<file path="src/rtl/pcb_pkg.sv">
package pcb_pkg;
  localparam int unsigned PCB_DATA_W = 8;
  typedef logic [PCB_DATA_W-1:0] pcb_byte_t;
endpackage

</file>
<file path="src/rtl/pcb_page_ram.sv">
module pcb_page_ram #(
  parameter int unsigned DEPTH = 64,
  localparam int unsigned AW = $clog2(DEPTH)
) (
  input  logic               clk,
  input  logic               we,
  input  logic [AW-1:0]      waddr,
  input  pcb_pkg::pcb_byte_t wdata,
  input  logic [AW-1:0]      raddr,
  output pcb_pkg::pcb_byte_t rdata
);
  pcb_pkg::pcb_byte_t mem [DEPTH];

  // simple dual-port, synchronous read: maps onto block RAM
  always_ff @(posedge clk) begin
    if (we) mem[waddr] <= wdata;
    rdata <= mem[raddr];
  end
endmodule

</file>
<file path="src/rtl/pcb_loader.sv">
module pcb_loader #(
  parameter int unsigned PAGE_BYTES = 64,
  parameter int unsigned ADDR_W     = 15,
  localparam int unsigned OFF_W = $clog2(PAGE_BYTES),
  localparam int unsigned PG_W  = ADDR_W - OFF_W
) (
  input  logic                  clk,
  input  logic                  rst,
  input  logic                  busy,
  input  logic                  page_open,
  input  logic [ADDR_W-1:0]     page_addr,
  input  logic                  byte_valid,
  input  pcb_pkg::pcb_byte_t    byte_data,
  input  logic                  stop_pulse,
  input  logic                  stop_on_boundary,
  output logic [PG_W-1:0]       page_q,
  output logic [PAGE_BYTES-1:0] vmask,
  output logic                  buf_we,
  output logic [OFF_W-1:0]      buf_waddr,
  output pcb_pkg::pcb_byte_t    buf_wdata,
  output logic                  commit
);
  logic             armed;
  logic [OFF_W-1:0] off_q;
  logic             take_open, take_stop;

  // priority inside one clock: open > stop > byte; all gated by busy
  always_comb begin
    take_open = !busy && page_open;
    take_stop = !busy && !page_open && stop_pulse && armed;
    buf_we    = !busy && !page_open && !stop_pulse && byte_valid && armed;
    commit    = take_stop && stop_on_boundary && (|vmask);
    buf_waddr = off_q;
    buf_wdata = byte_data;
  end

  always_ff @(posedge clk) begin
    if (rst) begin
      armed  <= 1'b0;
      off_q  <= '0;
      page_q <= '0;
      vmask  <= '0;
    end else if (take_open) begin
      armed  <= 1'b1;
      page_q <= page_addr[ADDR_W-1:OFF_W];
      off_q  <= page_addr[OFF_W-1:0];
      vmask  <= '0;
    end else if (take_stop) begin
      armed <= 1'b0;
      if (!commit) vmask <= '0;
    end else if (buf_we) begin
      vmask[off_q] <= 1'b1;
      off_q        <= off_q + 1'b1;   // wraps inside the page
    end
  end
endmodule

</file>
<file path="src/rtl/pcb_writer.sv">
module pcb_writer #(
  parameter int unsigned PAGE_BYTES = 64,
  parameter int unsigned ADDR_W     = 15,
  parameter int unsigned WR_CLKS    = 1000,
  localparam int unsigned OFF_W     = $clog2(PAGE_BYTES),
  localparam int unsigned PG_W      = ADDR_W - OFF_W,
  localparam int unsigned TW        = $clog2(WR_CLKS + 1),
  localparam int unsigned SCAN_BASE = WR_CLKS - PAGE_BYTES
) (
  input  logic                  clk,
  input  logic                  rst,
  input  logic                  commit,
  input  logic [PG_W-1:0]       page_q,
  input  logic [PAGE_BYTES-1:0] vmask,
  output logic [OFF_W-1:0]      rd_off,
  input  pcb_pkg::pcb_byte_t    rd_data,
  output logic                  arr_we,
  output logic [ADDR_W-1:0]     arr_addr,
  output pcb_pkg::pcb_byte_t    arr_wdata,
  output logic                  busy
);
  logic [TW-1:0] timer;
  logic          in_scan;

  always_comb begin
    in_scan   = busy && (timer >= TW'(SCAN_BASE)) && (timer < TW'(WR_CLKS));
    rd_off    = OFF_W'(timer - TW'(SCAN_BASE));
    arr_wdata = rd_data;   // RAM output register lines up with arr_we
  end

  always_ff @(posedge clk) begin
    if (rst) begin
      busy     <= 1'b0;
      timer    <= '0;
      arr_we   <= 1'b0;
      arr_addr <= '0;
    end else begin
      arr_we   <= in_scan && vmask[rd_off];
      arr_addr <= {page_q, rd_off};
      if (!busy) begin
        if (commit) begin
          busy  <= 1'b1;
          timer <= '0;
        end
      end else if (timer == TW'(WR_CLKS)) begin
        busy  <= 1'b0;
        timer <= '0;
      end else begin
        timer <= timer + 1'b1;
      end
    end
  end
endmodule

</file>
<file path="src/rtl/page_commit_buffer.sv">
module page_commit_buffer #(
  parameter int unsigned PAGE_BYTES = 64,
  parameter int unsigned ADDR_W     = 15,
  parameter int unsigned WR_CLKS    = 1000
) (
  input  logic               clk,
  input  logic               rst,
  input  logic               page_open,
  input  logic [ADDR_W-1:0]  page_addr,
  input  logic               byte_valid,
  input  logic [7:0]         byte_data,
  input  logic               stop_pulse,
  input  logic               stop_on_boundary,
  output logic               arr_we,
  output logic [ADDR_W-1:0]  arr_addr,
  output logic [7:0]         arr_wdata,
  output logic               busy
);
  localparam int unsigned OFF_W = $clog2(PAGE_BYTES);
  localparam int unsigned PG_W  = ADDR_W - OFF_W;

  logic [PG_W-1:0]       page_q;
  logic [PAGE_BYTES-1:0] vmask;
  logic                  buf_we, commit;
  logic [OFF_W-1:0]      buf_waddr, rd_off;
  pcb_pkg::pcb_byte_t    buf_wdata, rd_data;

  pcb_loader #(.PAGE_BYTES(PAGE_BYTES), .ADDR_W(ADDR_W)) u_loader (
    .clk(clk), .rst(rst), .busy(busy),
    .page_open(page_open), .page_addr(page_addr),
    .byte_valid(byte_valid), .byte_data(byte_data),
    .stop_pulse(stop_pulse), .stop_on_boundary(stop_on_boundary),
    .page_q(page_q), .vmask(vmask),
    .buf_we(buf_we), .buf_waddr(buf_waddr), .buf_wdata(buf_wdata),
    .commit(commit)
  );

  pcb_page_ram #(.DEPTH(PAGE_BYTES)) u_ram (
    .clk(clk), .we(buf_we), .waddr(buf_waddr), .wdata(buf_wdata),
    .raddr(rd_off), .rdata(rd_data)
  );

  pcb_writer #(.PAGE_BYTES(PAGE_BYTES), .ADDR_W(ADDR_W), .WR_CLKS(WR_CLKS)) u_writer (
    .clk(clk), .rst(rst), .commit(commit), .page_q(page_q), .vmask(vmask),
    .rd_off(rd_off), .rd_data(rd_data),
    .arr_we(arr_we), .arr_addr(arr_addr), .arr_wdata(arr_wdata), .busy(busy)
  );
endmodule

</file>
<file path="config.mk">
export PLATFORM = sky130hd
export DESIGN_NAME = page_commit_buffer
export DESIGN_NICKNAME = d
export VERILOG_FILES = /design/src/rtl/pcb_pkg.sv /design/src/rtl/pcb_page_ram.sv /design/src/rtl/pcb_loader.sv /design/src/rtl/pcb_writer.sv /design/src/rtl/page_commit_buffer.sv
export SDC_FILE = /design/constraint.sdc
export NUM_CORES = 1
export LEC_CHECK = 0
export BUFFER_PORTS_ARGS = -buffer_cell sky130_fd_sc_hd__buf_2
export CORE_MARGIN = 5
export CORE_UTILIZATION = 55
export DETAILED_ROUTE_END_ITERATION = 12
export PLACE_DENSITY_LB_ADDON = 0.25
export SLEW_MARGIN = 40
export SYNTH_ARGS = -nofsm -noshare
export SYNTH_HDL_FRONTEND = slang
export SYNTH_HIERARCHICAL = 1
export SYNTH_SLANG_ARGS = --single-unit
</file>
<file path="constraint.sdc">
create_clock -name clk -period 3.1 [get_ports clk]
set_input_delay 0.62 -clock clk [delete_from_list [all_inputs] [get_ports clk]]
set_output_delay 0.62 -clock clk [all_outputs]
set_load 0.01 [all_outputs]
</file>
==> run summary <==
I/O pin total -> 54
dpl cells -> 2219
Core Footprint -> 46300 um2
area of the mapped netlist -> 25600 um2
f_max -> 0.331 GHz
CTS H-tree lvls -> 2
HPWL after DPL -> 38500 um
Peak VDD IR -> 0.479 mV
FFs w/ async S/R, synth -> 0%
crit path capture type -> flip-flop
wire per inst -> 25.8 um
vias in the first global route -> 14.7k
Area contributors post-synth -> edfxtp_1 60%, mux4_2 12%, dfxtp_1 9.0%, a32oi_1 2.2%, nand2_1 1.6%
critical path required time -> 3.59 ns
vias after detailed routing -> 14.8k
postcts setup bufs -> 0
worst path bufs/invs -> 1
Die H -> 226 um
Worst Path Arrival -> 3.51 ns
Power Density -> 568 nW/um2
Final Wtd Congestion -> 0.849
Final Instance Count excl. Fillers -> 2329
ANT nets after route -> 0
post-synth top area cell -> edfxtp_1
row cnt -> 79
initial antenna violation count -> 0
DR pass1 iterations -> 5
CTS Sinks -> 627
# Max-Cap Violations -> 0
run status -> finished, final reports clean
setup_tns -> 0 ns
DIE AREA -> 51000 um2
Slew Limit Fails -> 0
Post-Route WL -> 60000 um
hold buffers post-CTS -> 0
max_slew headroom -> 44.9%
Cell Area, Placed -> 27100 um2
Final setup viols -> 0
vias per inst -> 6.37
die width -> 226 um
starting density of the core -> 55.3%
GRT Residual Overflow -> 0
post-route core utilization -> 62.8%
clock buffer depth -> 3
WS Path Type -> flip-flop to flip-flop
# DRC -> 0
share of layout cells above drive strength 1 -> 27.2%
largest net degree at the start of global routing -> 128
clk root buf -> clkbuf_16
sequential element share of the synthesized area -> 69.0%
synthesized netlist cell count -> 1536
GRT Total Usage -> 23.6%
clk_lat worst skew -> 0.63 ns
largest stage delay on the critical path -> 0.85 ns
Worst-Margin Slew -> 0.819 ns
IO buf count -> 53
prevailing post-synth register cell -> edfxtp_1
leak pwr -> 9.50 nW
hold crit path type -> input port to flip-flop
Final Skew -> 0.0231 ns
Critical Path Source Type -> flip-flop
Max Fanout on Critical Path -> 40
Crit path max-delay family -> simple AND/OR/NAND/NOR gates
Num CTS Buffers -> 59
Net Count, Synth -> 1571
CTS tree -> done
number of flops mapped to enable cells by yosys -> 512
Yosys top cell area share -> 60.0%
synthesized area per cell -> 16.7 um2
crit path cell chain -> buf_12, nand2b_1, a211oi_1, nor4_1, nor3_1, o32ai_1
fin area -> 29100 um2
antenna diode count -> 0
first-pass GRT wire length -> 91300 um
flops & latches, synth -> 627
RSZ-0062 raised after global routing -> false
Critical Path Slowest Stage Cell -> dfxtp_4
Resized Gates After CTS -> 0
1st-iter DRT viols -> 1726
Worst-path clk slew -> 0.06 ns
yosys warns -> 6
final worst path period share -> 97.4%
crit path time final -> 3.02 ns
nets@finish -> 1708
final hold violation count -> 0
synth unique cells -> 68
Layout area overhead -> 13.5%
-- final cells by class --
type | instances | area, um2
inverter | 10 | 37.5
fill | 3328 | 17200
tap | 607 | 759
clock inverter | 35 | 320
sequential | 627 | 17700
timing repair buffer | 192 | 1420
multi-input combinational | 783 | 7270
clock buffer | 75 | 1570
-- layer usage --
metal,vias up,wire (um),track usage (%)
met5,-,0,0
met2,672,29800,39.1
li1,6426,-,-
met1,7634,24300,33.5
met3,104,4480,3.77
met4,0,1460,6.05
-- worst register-to-register path, delay by kind of cell, from the launching register on --
family | cells | cell delay (ns)
buf+inv | 1 | 0.34
compound gates | 2 | 0.67
flops | 1 | 0.85
simple gates | 3 | 1.03
-- flip-flops by register name, indices dropped and copies added (netlist names) --
signal / count
u_ram/mem: 512
u_loader/vmask: 64
u_writer/arr_addr: 15
u_writer/timer: 10
u_loader/page_q: 9
u_ram/rdata: 8
u_loader/buf_waddr: 6
u_loader/armed: 1
u_writer/arr_we: 1
u_writer/busy: 1
-- logic make-up after synthesis --
logic type	Yosys count	synth area share (%)
xor gates and xnor gates	10	0.342
adders and majority gates	6	0.293
muxes	183	14.0
AOI/OAI and AO/OA	158	4.88
DFF	627	69.0
and+or+nand+nor	426	8.63
buffers and inverters	126	2.78
-- metrics by stage --
step	setup WS (ns)	hold WS [ns]	power, mW
5_1_grt	0.0597	0.213	17.0
4_1_cts	0.112	0.199	16.6
3_5_place_dp	0.0943	0.446	9.67
6_report	0.0799	0.220	16.5
3_3_place_gp	0.144	0.437	9.65
2_1_floorplan	0.368	0.432	9.52
-- final timing paths --
| check | slack [ns] | depth (start not counted) | end | from |
|---|---|---|---|---|
| min reg2reg | 0.46 | 2 | u_loader/page_q[7] | u_loader/page_q[7] |
| min | 0.22 | 3 | u_loader/page_q[5] | page_addr[11] |
| max | 0.08 | 6 | u_ram/rdata[4] | u_writer/timer[1] |
| max reg2reg | 0.08 | 6 | u_ram/rdata[4] | u_writer/timer[1] |
-- where the power goes --
| group | internal, mW | total [mW] | leakage (nW) | switching [mW] |
|---|---|---|---|---|
| Clock | 3.92 | 7.00 | 0.913 | 3.08 |
| Sequential | 9.11 | 9.14 | 5.54 | 0.0315 |
| Combinational | 0.0791 | 0.353 | 3.05 | 0.274 |
| Total | 13.1 | 16.5 | 9.50 | 3.38 |
-- synthesized netlist by cell type (11+ instances only) --
master / instances
a21oi_1: 17
a32oi_1: 63
buf_2: 27
buf_4: 34
clkbuf_1: 43
dfxtp_1: 115
edfxtp_1: 512
mux2_2: 15
mux2i_1: 29
mux4_2: 138
nand2_1: 111
nand2b_1: 12
nand3_1: 82
nor2_1: 110
nor2b_1: 26
nor4_1: 23
o21ai_0: 11
-- placed cells by master (no fill, tap or decap), drive strengths merged, types with 4 or more instances in the layout --
master    instances
a211oi           11
a21oi            17
a221oi            6
a311oi            4
a32oi            63
buf             191
bufinv            4
clkbuf           76
clkinv           27
clkinvlp          4
dfxtp           115
edfxtp          512
ha                6
inv              10
mux2             15
mux2i            29
mux4            139
nand2           111
nand2b           13
nand3            82
nand4             8
nor2            112
nor2b            26
nor3             12
nor4             39
o2111ai           4
o21ai            13
o221ai            8
o22ai             8
or2               4
xnor2             6
xor2              4
Note: power is estimated with default switching activity, not from simulation.
